[config.mk]
export PLATFORM = sky130hd
export DESIGN_NAME = strm_pad_src
export DESIGN_NICKNAME = d
export VERILOG_FILES = /design/src/rtl/spz_pkg.sv /design/src/rtl/spz_beat_cnt.sv /design/src/rtl/spz_lane_mux.sv /design/src/rtl/spz_ctrl.sv /design/src/rtl/strm_pad_src.sv
export SDC_FILE = /design/constraint.sdc
export NUM_CORES = 1
export LEC_CHECK = 0
export ABC_AREA = 1
export BUFFER_PORTS_ARGS = -buffer_cell sky130_fd_sc_hd__clkbuf_2
export CAP_MARGIN = 20
export CORE_UTILIZATION = 30
export CTS_BUF_LIST = sky130_fd_sc_hd__clkbuf_4
export DETAILED_ROUTE_END_ITERATION = 6
export GPL_ROUTABILITY_DRIVEN = 0
export SLEW_MARGIN = 20
export SYNTH_ARGS = -nofsm -noshare
export SYNTH_HDL_FRONTEND = slang
export SYNTH_SLANG_ARGS = --single-unit
[constraint.sdc]
create_clock -name clk -period 2.4 [get_ports clk]
set_input_delay 0.24 -clock clk [delete_from_list [all_inputs] [get_ports clk]]
set_output_delay 0.24 -clock clk [all_outputs]
set_load 0.02 [all_outputs]
[src/rtl/spz_pkg.sv]
package spz_pkg;

    typedef enum logic [1:0] {
        ST_IDLE = 2'd0,
        ST_SYNC = 2'd1,
        ST_PASS = 2'd2,
        ST_FILL = 2'd3
    } spz_state_e;

    typedef struct packed {
        spz_state_e state;
        logic       eob;
        logic       done;
        logic       done_eob;
    } spz_ctrl_s;

endpackage

[src/rtl/spz_beat_cnt.sv]
module spz_beat_cnt #(
    parameter int LEN_W = 8
) (
    input  logic             clk,
    input  logic             rst_n,
    input  logic             load,
    input  logic [LEN_W-1:0] load_val,
    input  logic             step,
    output logic             final_o
);

    logic [LEN_W-1:0] cnt_d, cnt_q;

    always_comb begin
        cnt_d = cnt_q;
        if (load) begin
            cnt_d = load_val;
        end else if (step && (cnt_q != '0)) begin
            cnt_d = cnt_q - 1'b1;
        end
    end

    always_ff @(posedge clk) begin
        if (!rst_n) begin
            cnt_q <= '0;
        end else begin
            cnt_q <= cnt_d;
        end
    end

    assign final_o = (cnt_q == '0);

endmodule

[src/rtl/spz_lane_mux.sv]
module spz_lane_mux #(
    parameter int DATA_W = 32,
    parameter int LANE_W = 8
) (
    input  logic              zero,
    input  logic [DATA_W-1:0] din,
    output logic [DATA_W-1:0] dout
);

    localparam int LANES = DATA_W / LANE_W;

    for (genvar g = 0; g < LANES; g++) begin : g_lane
        assign dout[g*LANE_W +: LANE_W] = zero ? '0 : din[g*LANE_W +: LANE_W];
    end

endmodule

[src/rtl/spz_ctrl.sv]
module spz_ctrl
    import spz_pkg::*;
#(
    parameter bit SYNC_EN = 1'b1
) (
    input  logic clk,
    input  logic rst_n,
    input  logic req_valid,
    input  logic req_sync,
    input  logic req_eob,
    input  logic s_valid,
    input  logic s_last,
    input  logic s_user,
    input  logic m_ready,
    input  logic final_i,
    output logic req_ready,
    output logic s_ready,
    output logic m_valid,
    output logic m_last,
    output logic fill_o,
    output logic load_o,
    output logic step_o,
    output logic done_o,
    output logic done_eob_o
);

    spz_ctrl_s st_d, st_q;
    logic      fire;

    always_comb begin
        st_d      = st_q;
        st_d.done = 1'b0;
        req_ready = 1'b0;
        s_ready   = 1'b0;
        m_valid   = 1'b0;
        fill_o    = 1'b0;
        load_o    = 1'b0;

        case (st_q.state)
            ST_IDLE: begin
                req_ready = 1'b1;
                if (req_valid) begin
                    load_o     = 1'b1;
                    st_d.eob   = req_eob;
                    st_d.state = (SYNC_EN && req_sync) ? ST_SYNC : ST_PASS;
                end
            end
            ST_SYNC: begin
                if (s_user) begin
                    m_valid = s_valid;
                    s_ready = m_ready;
                end else begin
                    s_ready = 1'b1;
                end
            end
            ST_PASS: begin
                m_valid = s_valid;
                s_ready = m_ready;
            end
            default: begin
                m_valid = 1'b1;
                fill_o  = 1'b1;
            end
        endcase

        fire = m_valid && m_ready;

        if (fire) begin
            if (final_i) begin
                st_d.state    = ST_IDLE;
                st_d.done     = 1'b1;
                st_d.done_eob = st_q.eob;
            end else if (!fill_o && s_last) begin
                st_d.state = ST_FILL;
            end else if (st_q.state == ST_SYNC) begin
                st_d.state = ST_PASS;
            end
        end
    end

    always_ff @(posedge clk) begin
        if (!rst_n) begin
            st_q <= '{state: ST_IDLE, eob: 1'b0, done: 1'b0, done_eob: 1'b0};
        end else begin
            st_q <= st_d;
        end
    end

    assign step_o     = fire;
    assign m_last     = m_valid && final_i;
    assign done_o     = st_q.done;
    assign done_eob_o = st_q.done_eob;

endmodule

[src/rtl/strm_pad_src.sv]
module strm_pad_src #(
    parameter int DATA_W  = 32,
    parameter int LEN_W   = 8,
    parameter bit SYNC_EN = 1'b1
) (
    input  logic              clk,
    input  logic              rst_n,
    input  logic              req_valid,
    output logic              req_ready,
    input  logic [LEN_W-1:0]  req_beats_m1,
    input  logic              req_eob,
    input  logic              req_sync,
    input  logic [DATA_W-1:0] s_data,
    input  logic              s_valid,
    output logic              s_ready,
    input  logic              s_last,
    input  logic              s_user,
    output logic [DATA_W-1:0] m_data,
    output logic              m_valid,
    input  logic              m_ready,
    output logic              m_last,
    output logic              xfer_done,
    output logic              done_eob
);

    localparam int LANE_W = (DATA_W % 8 == 0) ? 8 : DATA_W;

    logic final_w;
    logic fill_w;
    logic load_w;
    logic step_w;

    spz_ctrl #(
        .SYNC_EN (SYNC_EN)
    ) u_ctrl (
        .clk        (clk),
        .rst_n      (rst_n),
        .req_valid  (req_valid),
        .req_sync   (req_sync),
        .req_eob    (req_eob),
        .s_valid    (s_valid),
        .s_last     (s_last),
        .s_user     (s_user),
        .m_ready    (m_ready),
        .final_i    (final_w),
        .req_ready  (req_ready),
        .s_ready    (s_ready),
        .m_valid    (m_valid),
        .m_last     (m_last),
        .fill_o     (fill_w),
        .load_o     (load_w),
        .step_o     (step_w),
        .done_o     (xfer_done),
        .done_eob_o (done_eob)
    );

    spz_beat_cnt #(
        .LEN_W (LEN_W)
    ) u_cnt (
        .clk      (clk),
        .rst_n    (rst_n),
        .load     (load_w),
        .load_val (req_beats_m1),
        .step     (step_w),
        .final_o  (final_w)
    );

    spz_lane_mux #(
        .DATA_W (DATA_W),
        .LANE_W (LANE_W)
    ) u_mux (
        .zero (fill_w),
        .din  (s_data),
        .dout (m_data)
    );

endmodule

==> summary.md <==
| Metric | Value |
|---|---|
| Total gr overflow | `0` |
| Final WL | `3540 um` |
| Share of cells above drive strength 1 | `34.3%` |
| Die area | `4360 um2` |
| First-pass GRT wire length | `6020 um` |
| Setup Skew | `0.00407 ns` |
| Worst-Margin Slew | `0.313 ns` |
| Clk buf depth | `2` |
| Root Buffer | `clkbuf_4` |
| Final Hold Vio Count | `0` |
| Required time of the critical path | `2.16 ns` |
| Vias per Instance | `4.22` |
| Final net count | `365` |
| Tot GR Track Use | `17.8%` |
| Die Y | `66.0 um` |
| Cts hold-fix bufs | `0` |
| Final period util | `82.8%` |
| Final setup vio count | `0` |
| Crit path DAT | `1.75 ns` |
| Max-capacitance violation count | `0` |
| FMAX | `503 MHz` |
| Worst r2r dst | `u_ctrl.st_q[3]` |
| Hold Crit Endpoint | `u_ctrl.st_q[2]` |
| Power Dens Cells | `558 nW/um2` |
| Post-CTS sizing | `0` |
| Antenna violations before repair | `0` |
| Depth of the CTS H-tree | `1` |
| Clk pwr share | `15.8%` |
| Sw power | `0.442 mW` |
| Tightest Hold Check Type | `input pin to flop` |
| Setup TNS | `0 ns` |
| Kind of critical path | `flop to primary output` |
| Rows | `22` |
| Mapped Cells | `225` |
| DRT antenna net count | `0` |
| Startpoint types | `flop` |
| Core area | `3800 um2` |
| Mapped Nets | `280` |
| Drt pass-1 iters | `4` |
| Antenna Cells | `0` |
| Outcome | `finished, final reports clean` |
| Critical path's largest stage delay | `0.34 ns` |
| Crit path max fanout | `4` |
| Largest net degree at the start of global routing | `34` |
| Drt wl/cell | `9.91 um` |
| Initial DRC Count | `54` |
| Vias in the first global route | `1,418` |
| CTS sink count | `13` |
| Clock slew at reported path FFs | `0.08 ns` |
| Tmin final | `1.99 ns` |
| Worst path slowest cell | `dfxtp_1` |
| Internal power | `0.518 mW` |
| Post-DP HPWL | `2890 um` |
| Avg Cell Area, Syn | `5.46 um2` |
| CP Cell Sequence | `inv_1 > ha_1 > inv_1 > nor2_1 > nand3_1 > nor2_1 > and2_1 > clkbuf_2` |
| IO Pins | `87` |
| Crit path capture type | `primary output` |
| Worst vdd ir | `0.000197 V` |
| Initial core utilization | `32.3%` |
| Synthesized area | `1230 um2` |
| Synth Register Bits | `13` |
| Post-route DRC | `0` |
| Register area share after synthesis | `21.2%` |
| Logic pwr share | `54.9%` |
| CTS tree | `built` |
| RSZ-0062 raised after global routing | `false` |
| Via count | `1,506` |
| Slew Limit Fails | `0` |
| Synth warnings | `0` |
| Flop2flop setup slack | `0.63 ns` |
| Final WS setup | `0.413 ns` |
| Post-CTS Setup Inserts | `0` |
| Post-Place Worst Slack | `0.626 ns` |
| Syn-to-layout area delta | `40.1%` |
| Inserted Clock Buffers | `3` |
| Sw Share | `46.1%` |
| Hold Path Depth | `3` |
| Hold path start | `req_eob` |
| Static leakage | `1.13 nW` |
| Insertion delay to the later sink of the worst-skew pair | `0.28 ns` |
| IO Port Bufs | `86` |
| Worst Reg-to-Reg Cells | `9` |
| Cell variety after synth | `23` |
| Reg power frac | `29.3%` |
| FF-to-FF Start | `u_ctrl.st_q[3]` |
| Max-slew headroom | `79.1%` |
| Chip width | `66.0 um` |
==> area by class of cell <==
type	instances	area (um2)
inverter	52	198
tap	48	60.1
sequential	13	260
multi-input combinational	153	736
timing repair buffer	87	438
clock buffer	4	30.0
fill	397	2080
==> synthesized netlist by cell type (all sizes together) <==
cell type	count	area, um2
buf	2	16.3
clkbuf	5	18.8
o21ai	11	58.8
a31oi	1	6.26
dfxtp	13	260
a21oi	5	25.0
nand2	45	189
ha	6	75.1
nand3	17	103
inv	52	198
nand3b	1	20.0
and2	1	6.26
nor2	66	253
==> registers in the layout (all words and copies together) (netlist names) <==
signal,cells
u_cnt.cnt_q,8
u_ctrl.st_q,3
u_ctrl.done_eob_o,1
u_ctrl.done_o,1
==> metal layers <==
layer / part of all wire, % / GRT usage [%] / vias to the layer above
met1: 46 / 21.1 / 627
met3: 5.3 / 4.31 / 4
met4: 1.2 / 5.05 / 0
met5: 0 / 0 / -
met2: 48 / 31.6 / 52
li1: - / - / 823
==> cells in the final DEF, fill, tap and decap left out, drive strengths merged <==
master	instances
a31oi	1
clkbuf	90
a21oi	5
o21ai	11
nand3b	1
inv	52
buf	1
ha	6
nand3	17
and2	1
nor2	66
nand2	45
dfxtp	13
==> power groups by stage <==
stage / combinational [mW] / clock, mW / sequential [mW]
6_report: 0.528 / 0.152 / 0.281
5_1_grt: 0.606 / 0.172 / 0.286
4_1_cts: 0.531 / 0.158 / 0.281
3_5_place_dp: 0.528 / 0 / 0.286
3_3_place_gp: 0.529 / 0 / 0.286
2_1_floorplan: 0.389 / 0 / 0.281
==> logic make-up (layout without fill, tap and decap cells) <==
family | after synthesis | in the layout | share of synthesized area [%]
buf+inv | 59 | 143 | 18.9
fa+ha+maj | 6 | 6 | 6.11
simple gates | 130 | 130 | 46.4
flops | 13 | 13 | 21.2
compound gates | 17 | 17 | 7.33
==> how the worst max path moves through the flow <==
stage / start / depth (start not counted) / end / slack (ns)
floorplan: u_ctrl.st_q[3] / 9 / u_cnt.cnt_q[4] / 0.87
global placement: u_cnt.cnt_q[0] / 8 / m_last / 0.74
detailed placement: u_ctrl.st_q[3] / 9 / u_ctrl.st_q[3] / 0.63
CTS: u_cnt.cnt_q[0] / 8 / m_last / 0.40
global route: u_cnt.cnt_q[1] / 8 / m_last / 0.14
finish: u_cnt.cnt_q[0] / 8 / m_last / 0.41
==> through the flow <==
stage          instances  instance area, um2  total power [mW]  hold WS, ns  util (%)
5_1_grt              357                1720              1.06        0.284      45.3
2_1_floorplan        225                1230             0.670        0.390         -
4_1_cts              357                1720             0.969        0.256      45.3
3_3_place_gp         353                1690             0.815        0.480      44.5
6_report             357                1720             0.960        0.256      45.3
3_5_place_dp         353                1690             0.814        0.471      44.5
==> critical path, delay by kind of cell, from the launching register on <==
family                     cells  cell delay (ns)
adders and majority gates      1             0.18
DFF                            1             0.34
and+or+nand+nor                4             0.65
buffers and inverters          3             0.30
No activity file was read; power rests on OpenSTA's default activity.
